`src/rtl/cfgi2c_pkg.sv`:
```
package cfgi2c_pkg;
  typedef enum logic [2:0] {
    PH_IDLE,
    PH_RECV,
    PH_ACK,
    PH_SEND,
    PH_HACK
  } phase_t;
endpackage

```
`src/rtl/cfgi2c_line_mon.sv`:
```
module cfgi2c_line_mon (
  input  logic clk,
  input  logic rst_n,
  input  logic scl_i,
  input  logic sda_i,
  output logic sda_s,
  output logic scl_rise,
  output logic scl_fall,
  output logic start_evt,
  output logic stop_evt
);
  logic scl_meta, scl_sync, scl_prev;
  logic sda_meta, sda_sync, sda_prev;

  always_ff @(posedge clk or negedge rst_n) begin
    if (!rst_n) begin
      scl_meta <= 1'b1;
      scl_sync <= 1'b1;
      scl_prev <= 1'b1;
      sda_meta <= 1'b1;
      sda_sync <= 1'b1;
      sda_prev <= 1'b1;
    end else begin
      scl_meta <= scl_i;
      scl_sync <= scl_meta;
      scl_prev <= scl_sync;
      sda_meta <= sda_i;
      sda_sync <= sda_meta;
      sda_prev <= sda_sync;
    end
  end

  assign sda_s     = sda_sync;
  assign scl_rise  = scl_sync & ~scl_prev;
  assign scl_fall  = ~scl_sync & scl_prev;
  // bus conditions: SDA moves while SCL stays high
  assign start_evt = scl_sync & scl_prev & sda_prev & ~sda_sync;
  assign stop_evt  = scl_sync & scl_prev & ~sda_prev & sda_sync;
endmodule

```
`src/rtl/cfgi2c_regbank.sv`:
```
module cfgi2c_regbank #(
  parameter int unsigned NREG  = 7,
  parameter int unsigned RIDXW = 3,
  parameter logic [NREG*8-1:0] DEFAULTS = '0
) (
  input  logic              clk,
  input  logic              rst_n,
  input  logic              wr_en,
  input  logic [RIDXW-1:0]  wr_idx,
  input  logic [7:0]        wr_data,
  output logic [NREG*8-1:0] regs_flat
);
  for (genvar g = 0; g < NREG; g++) begin : g_reg
    logic [7:0] q;
    logic       hit;
    assign hit = wr_en && (wr_idx == RIDXW'(g));
    always_ff @(posedge clk or negedge rst_n) begin
      if (!rst_n)   q <= DEFAULTS[g*8 +: 8];
      else if (hit) q <= wr_data;
    end
    assign regs_flat[g*8 +: 8] = q;
  end
endmodule

```
`src/rtl/cfgi2c_proto.sv`:
```
module cfgi2c_proto
  import cfgi2c_pkg::*;
#(
  parameter int unsigned NREG     = 7,
  parameter int unsigned RIDXW    = 3,
  parameter logic [6:0]  DEV_ADDR = 7'h69
) (
  input  logic              clk,
  input  logic              rst_n,
  input  logic              sda_s,
  input  logic              scl_rise,
  input  logic              scl_fall,
  input  logic              start_evt,
  input  logic              stop_evt,
  input  logic [NREG*8-1:0] regs_flat,
  output logic              drive_low,
  output logic              wr_en,
  output logic [RIDXW-1:0]  wr_idx,
  output logic [7:0]        wr_data
);
  localparam int unsigned CNTW = $clog2(NREG + 3) + 1;
  localparam logic [CNTW-1:0] CMAX = {CNTW{1'b1}};

  phase_t          ph_q, ph_n;
  logic [3:0]      bit_q, bit_n;
  logic [7:0]      sh_q, sh_n;
  logic [CNTW-1:0] idx_q, idx_n, idx_inc;
  logic            addr_q, addr_n;
  logic            rd_q, rd_n;
  logic            drv_q, drv_n;
  logic            hack_q, hack_n;
  logic [7:0]      tx_cur, tx_nxt;

  // byte index 0 is the count; index k in 1..NREG is register k-1
  function automatic logic [7:0] tx_pick(input logic [CNTW-1:0] i,
                                         input logic [NREG*8-1:0] r);
    logic [7:0] b;
    b = 8'hFF;
    if (i == '0) b = 8'(NREG);
    for (int k = 0; k < NREG; k++)
      if (i == CNTW'(k + 1)) b = r[k*8 +: 8];
    return b;
  endfunction

  assign idx_inc = (idx_q == CMAX) ? idx_q : idx_q + 1'b1;
  assign tx_cur  = tx_pick(idx_q, regs_flat);
  assign tx_nxt  = tx_pick(idx_inc, regs_flat);

  always_comb begin
    ph_n    = ph_q;
    bit_n   = bit_q;
    sh_n    = sh_q;
    idx_n   = idx_q;
    addr_n  = addr_q;
    rd_n    = rd_q;
    drv_n   = drv_q;
    hack_n  = hack_q;
    wr_en   = 1'b0;
    wr_idx  = RIDXW'(idx_q - CNTW'(2));
    wr_data = sh_q;
    if (start_evt) begin
      ph_n   = PH_RECV;
      addr_n = 1'b1;
      rd_n   = 1'b0;
      bit_n  = '0;
      idx_n  = '0;
      drv_n  = 1'b0;
    end else if (stop_evt) begin
      ph_n  = PH_IDLE;
      drv_n = 1'b0;
    end else begin
      unique case (ph_q)
        PH_RECV: begin
          if (scl_rise && bit_q != 4'd8) begin
            sh_n  = {sh_q[6:0], sda_s};
            bit_n = bit_q + 4'd1;
          end else if (scl_fall && bit_q == 4'd8) begin
            if (addr_q) begin
              if (sh_q[7:1] == DEV_ADDR) begin
                ph_n   = PH_ACK;
                drv_n  = 1'b1;
                rd_n   = sh_q[0];
                addr_n = 1'b0;
              end else begin
                ph_n = PH_IDLE;
              end
            end else begin
              ph_n  = PH_ACK;
              drv_n = 1'b1;
              wr_en = (idx_q >= CNTW'(2)) && (idx_q < CNTW'(NREG + 2));
              idx_n = idx_inc;
            end
          end
        end
        PH_ACK: begin
          if (scl_fall) begin
            bit_n = '0;
            if (rd_q) begin
              sh_n  = tx_cur;
              drv_n = ~tx_cur[7];
              bit_n = 4'd1;
              ph_n  = PH_SEND;
            end else begin
              drv_n = 1'b0;
              ph_n  = PH_RECV;
            end
          end
        end
        PH_SEND: begin
          if (scl_fall) begin
            if (bit_q == 4'd8) begin
              drv_n = 1'b0;
              ph_n  = PH_HACK;
            end else begin
              sh_n  = {sh_q[6:0], 1'b0};
              drv_n = ~sh_q[6];
              bit_n = bit_q + 4'd1;
            end
          end
        end
        PH_HACK: begin
          if (scl_rise) begin
            hack_n = sda_s;
          end else if (scl_fall) begin
            if (!hack_q) begin
              idx_n = idx_inc;
              sh_n  = tx_nxt;
              drv_n = ~tx_nxt[7];
              bit_n = 4'd1;
              ph_n  = PH_SEND;
            end else begin
              ph_n = PH_IDLE;
            end
          end
        end
        default: begin
          drv_n = 1'b0;
        end
      endcase
    end
  end

  always_ff @(posedge clk or negedge rst_n) begin
    if (!rst_n) begin
      ph_q   <= PH_IDLE;
      bit_q  <= '0;
      sh_q   <= '0;
      idx_q  <= '0;
      addr_q <= 1'b0;
      rd_q   <= 1'b0;
      drv_q  <= 1'b0;
      hack_q <= 1'b1;
    end else begin
      ph_q   <= ph_n;
      bit_q  <= bit_n;
      sh_q   <= sh_n;
      idx_q  <= idx_n;
      addr_q <= addr_n;
      rd_q   <= rd_n;
      drv_q  <= drv_n;
      hack_q <= hack_n;
    end
  end

  assign drive_low = drv_q;
endmodule

```
`src/rtl/cfg_i2c_slave.sv`:
```
module cfg_i2c_slave #(
  parameter int unsigned NREG     = 7,
  parameter logic [6:0]  DEV_ADDR = 7'h69,
  parameter logic [NREG*8-1:0] DEFAULTS =
    {8'h00, 8'hFF, 8'hFF, 8'hF0, 8'hFF, 8'h7F, 8'h11}
) (
  input  logic              clk,
  input  logic              rst_n,
  input  logic              scl_i,
  input  logic              sda_i,
  output logic              sda_drive_low_o,
  output logic [NREG*8-1:0] cfg_regs_o
);
  localparam int unsigned RIDXW = $clog2(NREG + 1);

  logic             rst_meta, rst_s_n;
  logic             sda_s, scl_rise, scl_fall, start_evt, stop_evt;
  logic             wr_en;
  logic [RIDXW-1:0] wr_idx;
  logic [7:0]       wr_data;

  always_ff @(posedge clk or negedge rst_n) begin
    if (!rst_n) begin
      rst_meta <= 1'b0;
      rst_s_n  <= 1'b0;
    end else begin
      rst_meta <= 1'b1;
      rst_s_n  <= rst_meta;
    end
  end

  cfgi2c_line_mon u_mon (
    .clk       (clk),
    .rst_n     (rst_s_n),
    .scl_i     (scl_i),
    .sda_i     (sda_i),
    .sda_s     (sda_s),
    .scl_rise  (scl_rise),
    .scl_fall  (scl_fall),
    .start_evt (start_evt),
    .stop_evt  (stop_evt)
  );

  cfgi2c_proto #(.NREG(NREG), .RIDXW(RIDXW), .DEV_ADDR(DEV_ADDR)) u_proto (
    .clk       (clk),
    .rst_n     (rst_s_n),
    .sda_s     (sda_s),
    .scl_rise  (scl_rise),
    .scl_fall  (scl_fall),
    .start_evt (start_evt),
    .stop_evt  (stop_evt),
    .regs_flat (cfg_regs_o),
    .drive_low (sda_drive_low_o),
    .wr_en     (wr_en),
    .wr_idx    (wr_idx),
    .wr_data   (wr_data)
  );

  cfgi2c_regbank #(.NREG(NREG), .RIDXW(RIDXW), .DEFAULTS(DEFAULTS)) u_bank (
    .clk       (clk),
    .rst_n     (rst_s_n),
    .wr_en     (wr_en),
    .wr_idx    (wr_idx),
    .wr_data   (wr_data),
    .regs_flat (cfg_regs_o)
  );
endmodule

```
`config.mk`:
```
export PLATFORM = sky130hd
export DESIGN_NAME = cfg_i2c_slave
export DESIGN_NICKNAME = d
export VERILOG_FILES = /design/src/rtl/cfgi2c_pkg.sv /design/src/rtl/cfgi2c_line_mon.sv /design/src/rtl/cfgi2c_regbank.sv /design/src/rtl/cfgi2c_proto.sv /design/src/rtl/cfg_i2c_slave.sv
export SDC_FILE = /design/constraint.sdc
export NUM_CORES = 1
export LEC_CHECK = 0
export CAP_MARGIN = 25
export CORE_AREA = 2 2 105 118
export DETAILED_ROUTE_END_ITERATION = 6
export DIE_AREA = 0 0 107 120
export GPL_TIMING_DRIVEN = 0
export HOLD_SLACK_MARGIN = 0.08
export PLACE_DENSITY = 0.73
export SETUP_SLACK_MARGIN = 0.05
export SYNTH_ARGS = -nofsm -noshare
export SYNTH_HDL_FRONTEND = slang
export SYNTH_SLANG_ARGS = --single-unit
```
`constraint.sdc`:
```
create_clock -name clk -period 2.8 [get_ports clk]
set_clock_uncertainty 0.15 [all_clocks]
set_input_delay 0.84 -clock clk [delete_from_list [all_inputs] [get_ports clk]]
set_output_delay 0.84 -clock clk [all_outputs]
set_load 0.02 [all_outputs]
```
==> After elaboration in Yosys (flattened, before gate mapping) <==
Index checks and enable logic that the tools add are counted.
W data, S select, Z words.
{ "word_totals": {"register_bits": 88, "latch_bits": 0, "ram_bits": 0, "mem_bits_ro": 0, "input_bits": 4, "output_inout_bits": 57, "elab_cells": 224, "n_memories": 0} }
{ "classes": {"add_sub_neg": 3, "multipliers": 0, "div_mod_pow": 0, "n_lt_le_gt_ge": 2, "n_eq_ne": 57, "shift": 0, "n_mux": 94, "bitwise": 16, "reduce_logical": 29} }
{ "ops": {"columns": ["cell", "count"], "rows": [
  ["$mux W8", 24],
  ["$mux W5", 9],
  ["$eq A5 B3 Y1 const B", 8],
  ["$mux W4", 9],
  ["$mux W1", 34],
  ["$pmux W8 S4", 1],
  ["$mux W3", 9],
  ["$reduce_and A8 Y1", 3],
  ["$eq A5 B2 Y1 const B", 4],
  ["$ne A4 B3 Y1 const B", 5],
  ["$ne A4 B4 Y1 const B", 4],
  ["$pmux W4 S4", 1],
  ["$ne A3 B2 Y1 const B", 5],
  ["$ne A3 B3 Y1 const B", 5],
  ["$eq A3 B2 Y1 const B", 4],
  ["$eq A3 B3 Y1 const B", 4],
  ["$pmux W3 S4", 1],
  ["$reduce_and A11 Y1", 1],
  ["$eq A5 B1 Y1 const B", 2],
  ["$logic_and A1 B1 Y1", 10],
  ["$logic_not A5 Y1", 2],
  ["$ne A2 B1 Y1 const B", 5],
  ["$ne A2 B2 Y1 const B", 5],
  ["$pmux W5 S2", 1],
  ["other kinds (23)", 45]
]} }

==> Longest topological paths before layout <==
Gate-level depths: netlist (run 1).
{ "logic_depth": {"depth_word": 18, "depth_mapped": 11, "ltp_nobuf": 8} }

==> By module <==
Synthesis (run 1) repeated with hierarchy kept, for this count alone.
{ "hier_totals": {"hier_cells": 561, "area_unflattened_um2": 5495.3} }
{ "by_module_without_submodules": {"columns": ["mod", "instances", "cells_per_inst", "area_per_inst_um2"], "rows": [
  ["cfgi2c_proto", 1, 422, 3057.9],
  ["cfgi2c_regbank", 1, 126, 2193.4],
  ["cfgi2c_line_mon", 1, 10, 190.2],
  ["cfg_i2c_slave", 1, 3, 53.8]
]} }

==> Worst setup path after synthesis (run 1) <==
No wires, ideal clock.
{ "synth_timing": {"path_kind": "reg2reg", "from": "register u_proto.idx_q[1]", "to": "register u_proto.sh_q[4], in the netlist u_proto.wr_data[4]", "t_arrival_ns": 2.405, "t_required_ns": 2.562, "path_slack_ns": 0.156, "stages_incl_launch_ff": 11, "path_buffers": 2, "period_less_slack_ns": 2.644, "path_cell_list": "dfrtp_1 buf_2 inv_1 ha_1 clkbuf_1 a41oi_1 a22oi_1 a22o_1 a32oi_1 o221ai_1 a41oi_1"} }
{ "synth_via": {"elab_chain_len": 15} }
{ "synth_rtl": {"columns": ["item", "line", "text"], "rows": [
  ["start: declaration", "cfgi2c_proto.sv:27", "logic [CNTW-1:0] idx_q, idx_n, idx_inc;"],
  ["start signal: assignment", "cfgi2c_proto.sv:157", "idx_q <= idx_n;"],
  ["$add A5 B1 Y5 / $eq A5 B5 Y1 (equally long branches)", "cfgi2c_proto.sv:45", "assign idx_inc = (idx_q == CMAX) ? idx_q : idx_q + 1'b1;"],
  ["$mux W5", "cfgi2c_proto.sv:45", null],
  ["$logic_not A5 Y1", "cfgi2c_proto.sv:39", "if (i == '0) b = 8'(NREG);"],
  ["$mux W8", "cfgi2c_proto.sv:39", null],
  ["$mux W8 (7 in a row)", "cfgi2c_proto.sv:41", "if (i == CNTW'(k + 1)) b = r[k*8 +: 8];"],
  ["$mux W8", "cfgi2c_proto.sv:125", "if (!hack_q) begin"],
  ["$mux W8", "cfgi2c_proto.sv:124", "end else if (scl_fall) begin"],
  ["$mux W8", "cfgi2c_proto.sv:122", "if (scl_rise) begin"],
  ["$pmux W8 S4 (*)", "cfgi2c_proto.sv:72", "unique case (ph_q)"],
  ["end signal: assignment", "cfgi2c_proto.sv:156", "sh_q <= sh_n;"],
  ["end: declaration", "cfgi2c_proto.sv:26", "logic [7:0] sh_q, sh_n;"]
]} }
Every way passes the cells marked *; elsewhere a longest branch is shown, timed or not. The select of a mux whose other input is x is not followed.
A chain may end at the register's enable or synchronous reset.

==> Final worst setup path (run 1) <==
{ "layout_timing": {"from": "register u_proto.idx_q[1]", "to": "register u_bank.g_reg[0].q[3]"} }
{ "layout_via": {"elab_chain_len": 9} }
{ "layout_rtl": {"columns": ["item", "line", "text"], "rows": [
  ["$ge A5 B2 Y1 / $lt A5 B4 Y1 (equally long branches)", "cfgi2c_proto.sv:90", "wr_en = (idx_q >= CNTW'(2)) && (idx_q < CNTW'(NREG + 2));"],
  ["$logic_and A1 B1 Y1", "cfgi2c_proto.sv:90", null],
  ["$mux W1", "cfgi2c_proto.sv:78", "if (addr_q) begin"],
  ["$mux W1", "cfgi2c_proto.sv:77", "end else if (scl_fall && bit_q == 4'd8) begin"],
  ["$mux W1", "cfgi2c_proto.sv:74", "if (scl_rise && bit_q != 4'd8) begin"],
  ["$mux W1", "cfgi2c_proto.sv:72", null],
  ["$mux W1", "cfgi2c_proto.sv:68", "end else if (stop_evt) begin"],
  ["$mux W1", "cfgi2c_proto.sv:61", "if (start_evt) begin"],
  ["$logic_and A1 B1 Y1 (*)", "cfgi2c_regbank.sv:16", "assign hit = wr_en && (wr_idx == RIDXW'(g));"],
  ["end signal: assignment", "cfgi2c_regbank.sv:18", "if (!rst_n) q <= DEFAULTS[g*8 +: 8];"],
  ["end signal: assignment", "cfgi2c_regbank.sv:19", "else if (hit) q <= wr_data;"],
  ["end: declaration", "cfgi2c_regbank.sv:14", "logic [7:0] q;"]
]} }
Every way passes the cells marked *; elsewhere a longest branch is shown, timed or not.

==> flow_summary.yaml, run 1 <==
clock_tree:
  cts_tree: "done"
  clockBufferDepth: 2
  cts-root-buf: "clkbuf_16"
  cts_num_sinks: 88
  cts_hold_buf: 0
  htree_levels: 3
  cts.clk_slew.worst_paths_ps: 70
  clk_latency_ps: 350
  cts-buffers-inserted: 9
logic_synthesis:
  yosysUniqueCellTypes: 78
  synth-async-reset-ratio: 1.000
  yosys_warnings: 0
  synth_edf_count: 0
  synth_fp_nets: 654
  synth_simple_gate_area_frac: 0.1943
  synth_xor_area_frac: 0.01199
  synth_compound_area_frac: 0.2122
  seq_area_frac_synth: 0.3794
  synthesis.area_sq_mm: 0.005949
  syn_area_per_cell_sq_um: 9.282
  synth_mux_area_frac: 0.1295
  synth_adder_area_share: 0.01893
  synth_top_family_by_area: "compound AO/OA/AOI/OAI gates"
  ys_ff_latch: 88
  synth_flop_cell: "dfstp_2"
  netlist_instances: 641
route:
  drt_iter0_drc: 683
  finalWirelength_um: 22110
  drt-wirelength-per-cell_um: 25.06
  via_count: 5914
  drc_errors: 0
  routed_via_density: 6.705
  drtPass1Iterations: 7
  ant_nets: 0
placed_design:
  gp_congestion: 0.9859
  pre_cts_ws_ps: -731.8
  dp_hpwl_um: 15360
  dpl_cell_area_sq_mm: 0.006784
  port_buffers: 60
global_routing:
  grt-ovfl-total: 0
  grt_pass1_wl_um: 32850
  grt_max_degree: 49
  grtUsageTotal: 0.3440
  antenna_found_initial: 0
  grt_pass1_vias: 5582
critical_path:
  crit_required_ps: 2880
  path_max_fanout: 10
  path_cells: "buf_6 > clkinvlp_4 > buf_4 > ha_1 > inv_1 > a211oi_1 > nand4b_1 > nor2_4 > nand2_2 > mux2_2"
  path_class: "reg2reg"
  cpMaxStageDelayCell: "dfrtp_2"
  reg2reg_depth: 10
  cp.arrival_ps: 2820
  critPathBufInv: 4
  max_stage_delay_ps: 450
  critical_path_cell_count: 10
  worstSetupStartpointType: "flop"
  endpoint_kind: "flop"
  cp_top_family: "simple AND/OR/NAND/NOR gates"
power:
  p_per_area_mw_per_mm2: 901.8
  switching_share: 0.4665
  irDropWorstVdd_mv: 0.6284
  pwr-share-clk: 0.185
  p_sw_uw: 3126
  seqPwrFrac: 0.230
  p_comb_frac: 0.585
  intPower_uw: 3575
  p_leak_uw: 0.002965
final_layout:
  area_growth_pct: 24.90
  drive_above_1_share: 0.2967
  final_cell_mix: "mux2_2, clkdlybuf4s50_1, nand2_1"
  diodes: 0
  postLayoutCellArea_sq_mm: 0.007431
  layout_commonest_cell: "mux2_2"
  final_core_util: 0.6341
  fin_nets: 736
sta:
  finalHoldViolations: 0
  min_period_ps: 2740
  setup_violations: 0
  setup_ws_ps: 60.38
  rsz0062_at_grt: "yes"
  fmax_ghz: 0.3650
  period_share: 0.9784
  drv_slew: 0
  max_slew_margin: 0.5268
  tns_ps: 0
  tightest_slew_ps: 709.8
floorplanning:
  rows: 42
  die_w_um: 107
  fp.coreArea_sq_mm: 0.01172
  initial_core_util: 0.5077
  dieArea_sq_mm: 0.01284
  io_pins: 61
  fp.dieH_um: 120
worst_hold_path:
  hold_class: "reg2async"
job:
  maxCapViolCount: 0
outcome:
  outcome: "completed"
[registers in the layout (all words and copies together) (netlist names)]
register	cells
rst_meta	1
rst_s_n	1
u_bank.g.q	56
u_mon.scl_meta	1
u_mon.scl_prev	1
u_mon.scl_sync	1
u_mon.sda_meta	1
u_mon.sda_prev	1
u_mon.sda_s	1
u_proto.addr_q	1
u_proto.bit_q	4
u_proto.drive_low	1
u_proto.hack_q	1
u_proto.idx_q	5
u_proto.ph_q	3
u_proto.rd_q	1
u_proto.wr_data	8
[metrics by stage]
step	instances	hold WS [ps]	total power, uW
floorplan	641	181.2	3798
global placement	855	186.7	4743
detailed placement	857	176.9	4799
CTS	877	182.7	6270
global route	882	202.3	6977
finish	882	163.8	6701
[worst paths after layout]
path | from | end | slack [ps]
max in group asynchronous | rst_s_n$_DFF_PN0_ | u_bank.g_reg[1].q[0]$_DFFE_PN1P_ | 1660
min in group clk | u_mon.sda_meta$_DFF_PN1_ | u_mon.sda_s$_DFF_PN1_ | 210
hold / removal | rst_s_n$_DFF_PN0_ | u_bank.g_reg[6].q[1]$_DFFE_PN0P_ | 160
setup reg to reg | u_proto.idx_q[1]$_DFFE_PN0P_ | u_bank.g_reg[0].q[3]$_DFFE_PN0P_ | 60
hold reg to reg | rst_s_n$_DFF_PN0_ | u_bank.g_reg[6].q[1]$_DFFE_PN0P_ | 160
setup / recovery | u_proto.idx_q[1]$_DFFE_PN0P_ | u_bank.g_reg[0].q[3]$_DFFE_PN0P_ | 60
[worst register-to-register path, stage by stage (launching register included)]
cell and delay [ps]:
dfrtp_2 450, buf_6 180, clkinvlp_4 170, buf_4 190, ha_1 200, inv_1 60, a211oi_1 40, nand4b_1 270
nor2_4 250, nand2_2 290, mux2_2 370
[power groups by stage]
| stage | combinational, uW | clock, uW | sequential [uW] |
|---|---|---|---|
| 2_1_floorplan | 2270 | 0 | 1530 |
| 3_3_place_gp | 3170 | 0 | 1570 |
| 3_5_place_dp | 3230 | 0 | 1560 |
| 4_1_cts | 3490 | 1250 | 1540 |
| 5_1_grt | 4120 | 1310 | 1550 |
| 6_report | 3920 | 1240 | 1540 |
[synthesized netlist by cell type, types with 6 or more instances]
library cell / number / share of area
clkbuf_1: 20 / 0.013
mux2_2: 61 / 0.12
a41oi_1: 8 / 0.012
buf_2: 19 / 0.016
ha_1: 9 / 0.019
inv_1: 14 / 0.0088
dfstp_2: 44 / 0.19
a31oi_1: 8 / 0.0084
nor3_1: 14 / 0.012
nor3b_1: 6 / 0.0076
nand2b_1: 11 / 0.012
nor2_1: 49 / 0.031
a211o_1: 6 / 0.0088
buf_4: 6 / 0.0076
mux2i_1: 7 / 0.012
dfrtp_1: 44 / 0.19
nand2_1: 64 / 0.040
a21oi_1: 36 / 0.030
o221ai_1: 7 / 0.010
nor2b_1: 13 / 0.014
nand3_1: 20 / 0.017
a32oi_1: 10 / 0.015
o21ai_0: 37 / 0.031
a211oi_1: 13 / 0.016
[layer usage]
layer / share of wire / track usage / vias to the layer above
met4: 0.050 / 0.1940 / 0
met5: 0 / 0 / -
li1: - / - / 2560
met2: 0.48 / 0.5541 / 346
met3: 0.076 / 0.04997 / 80
met1: 0.40 / 0.4418 / 2928
[what timing repair did]
action | CTS | global route
resized for setup | 27 | 53
setup endpoints to repair | 65 | 63
setup buffers | 6 | 6
pin swaps | 0 | 5
endpoints found under the hold margin | 0 | 0
[area by class of cell]
class,instances,area (sq um)
buffer,50,306.5
clock buffer,10,229.0
clock inverter,6,67.56
fill,991,4288
inverter,14,60.06
multi-input combinational,486,3585
sequential,88,2262
tap,154,192.7
timing repair buffer,74,728.2
[kinds of logic after synthesis]
| logic type | Yosys count |
|---|---|
| adders and majority gates | 9 |
| AOI/OAI and AO/OA | 182 |
| and+or+nand+nor | 219 |
| xor gates and xnor gates | 6 |
| buffers and inverters | 67 |
| DFF | 88 |
| muxes | 69 |
| other | 1 |
(Power assumes the default switching activity.)
==> inputs of run 2 (changes only) <==
--- a/constraint.sdc
+++ b/constraint.sdc
@@ -4,2 +4,2 @@
 set_output_delay 0.84 -clock clk [all_outputs]
-set_load 0.02 [all_outputs]
+set_load 0.1 [all_outputs]
==> run 2 against run 1 <==
- maximum frequency fell by 2.0%
- via count rose by 0.74%
- die area did not move
- final area fell by 0.69%
- core utilization fell by 0.44 points
- sequential cell count did not move
- worst hold slack got worse by 1.3 ps
==> flow_summary.yaml, run 2 (same netlist as run 1, synthesis figures left out) <==
sta:
  drv_slew: 0
  rsz0062_at_grt: "yes"
  min_period_ps: 2795
  tightest_slew_ps: 974.0
  finalHoldViolations: 0
  setup_ws_ps: 4.659
  setup_violations: 0
  max_slew_margin: 0.3532
  fmax_ghz: 0.3577
  period_share: 0.9983
route:
  finalWirelength_um: 21820
  routed_via_density: 6.747
  drc_errors: 0
  via_count: 5958
  drt-wirelength-per-cell_um: 24.71
  ant_nets: 0
  drtPass1Iterations: 6
  drt_iter0_drc: 751
clock_tree:
  clockBufferDepth: 2
  cts_tree: "done"
  htree_levels: 3
  cts_num_sinks: 88
  cts-buffers-inserted: 9
  cts-root-buf: "clkbuf_16"
  clk_latency_ps: 350
  cts.clk_slew.worst_paths_ps: 70
critical_path:
  path_class: "reg2reg"
  path_max_fanout: 10
  endpoint_kind: "flop"
  reg2reg_depth: 9
  crit_required_ps: 2940
  worstSetupStartpointType: "flop"
  cp.arrival_ps: 2930
final_layout:
  largest-register: "u_bank.g.q"
  final_cell_mix: "mux2_2, nand2_1, nor2_1"
  regArea_sq_mm: 0.002262
  nFillCells: 1009
  area_growth_pct: 24.04
  layout_commonest_cell: "mux2_2"
  fin_nets: 737
  multi_input_comb_area_sq_mm: 0.003590
  diodes: 0
  largest_reg_flops: 56
  drive_above_1_share: 0.3484
  instances_no_fill: 883
power:
  switching_share: 0.4703
  intPower_uw: 3551
  pwr-share-clk: 0.185
  irDropWorstVdd_mv: 0.6275
  p_sw_uw: 3153
  p_leak_uw: 0.003094
  seqPwrFrac: 0.230
  p_comb_frac: 0.585
  p_per_area_mw_per_mm2: 908.5
global_routing:
  grt_max_degree: 49
  grt_pass1_vias: 5580
  grt_util_met2: 0.5569
  grt_pass1_wl_um: 32940
  met3_usage: 0.05160
  grt-ovfl-total: 0
  use_met1: 0.4435
  top_usage_layer: "met2"
  antenna_found_initial: 0
  grtUsageTotal: 0.3450
floorplanning:
  fp.coreArea_sq_mm: 0.01172
  rows: 42
  initial_core_util: 0.5077
  fp.dieH_um: 120
  dieArea_sq_mm: 0.01284
  io_pins: 61
  die_w_um: 107
job:
  maxCapViolCount: 0
placed_design:
  dp_hpwl_um: 15360
  port_buffers: 60
  gp_congestion: 0.9859
  dpl.cell_count: 857
  pre_cts_ws_ps: -731.8
outcome:
  outcome: "completed"
worst_hold_path:
  hold_class: "reg2async"
## run 2: timing repair
action,CTS,global route
hold buffers,0,0
setup endpoints to repair,122,76
pin swaps,1,2
setup buffers,6,6
gates resized for setup,149,61
## run 2: metal layers
metal	wire, um	vias to the layer above	share of wire
li1	-	2569	-
met1	8651	2949	0.40
met2	10360	343	0.47
met3	1585	97	0.073
met4	1224	0	0.056
met5	0	-	0
## run 2: power by group through the flow
stage	Sequential, uW	Combinational [uW]	Clock, uW
2_1_floorplan	1560	2270	0
3_3_place_gp	1570	3200	0
3_5_place_dp	1560	3260	0
4_1_cts	1540	3540	1250
5_1_grt	1550	4130	1300
6_report	1540	3920	1240
## run 2: cell type report
cell class                 count  area share
multi-input combinational    486      0.4864
sequential                    88      0.3065
timing repair buffer          74     0.09122
buffer                        51     0.04137
clock buffer                  10     0.03103
tap                          154     0.02611
clock inverter                 6    0.009156
inverter                      14    0.008138
## run 2: final timing paths
check                                             start  slack, ps                                to
setup / recovery           u_proto.idx_q[1]$_DFFE_PN0P_          5     u_proto.drive_low$_DFFE_PN0P_
max in group asynchronous             rst_s_n$_DFF_PN0_       1670          u_mon.scl_meta$_DFF_PN1_
setup reg to reg           u_proto.idx_q[1]$_DFFE_PN0P_          5     u_proto.drive_low$_DFFE_PN0P_
hold reg to reg                       rst_s_n$_DFF_PN0_        160  u_bank.g_reg[6].q[1]$_DFFE_PN0P_
hold / removal                        rst_s_n$_DFF_PN0_        160  u_bank.g_reg[6].q[1]$_DFFE_PN0P_
min in group clk               u_mon.sda_meta$_DFF_PN1_        210             u_mon.sda_s$_DFF_PN1_
## run 2: metrics by stage
stage	utilization	power, uW	hold WS, ps	instance area [sq um]	setup TNS (ps)
after floorplan	-	3823	181.2	5949	0
after global placement	0.5754	4769	186.7	6743	-49800
after detailed placement	0.5789	4825	176.9	6784	-16820
after CTS	0.6183	6319	182.7	7246	0
after global routing	0.6297	6984	202.2	7380	-41.64
final	0.6297	6704	162.5	7380	0
## run 2: critical path: stages (launching register included)
cell        delay [ps]
dfrtp_2            470
buf_6              170
clkinvlp_4         110
ha_2               360
nor2_1              70
o31a_1             290
o311ai_2           350
a41oi_1            220
a2111oi_2          370
a311o_1            160
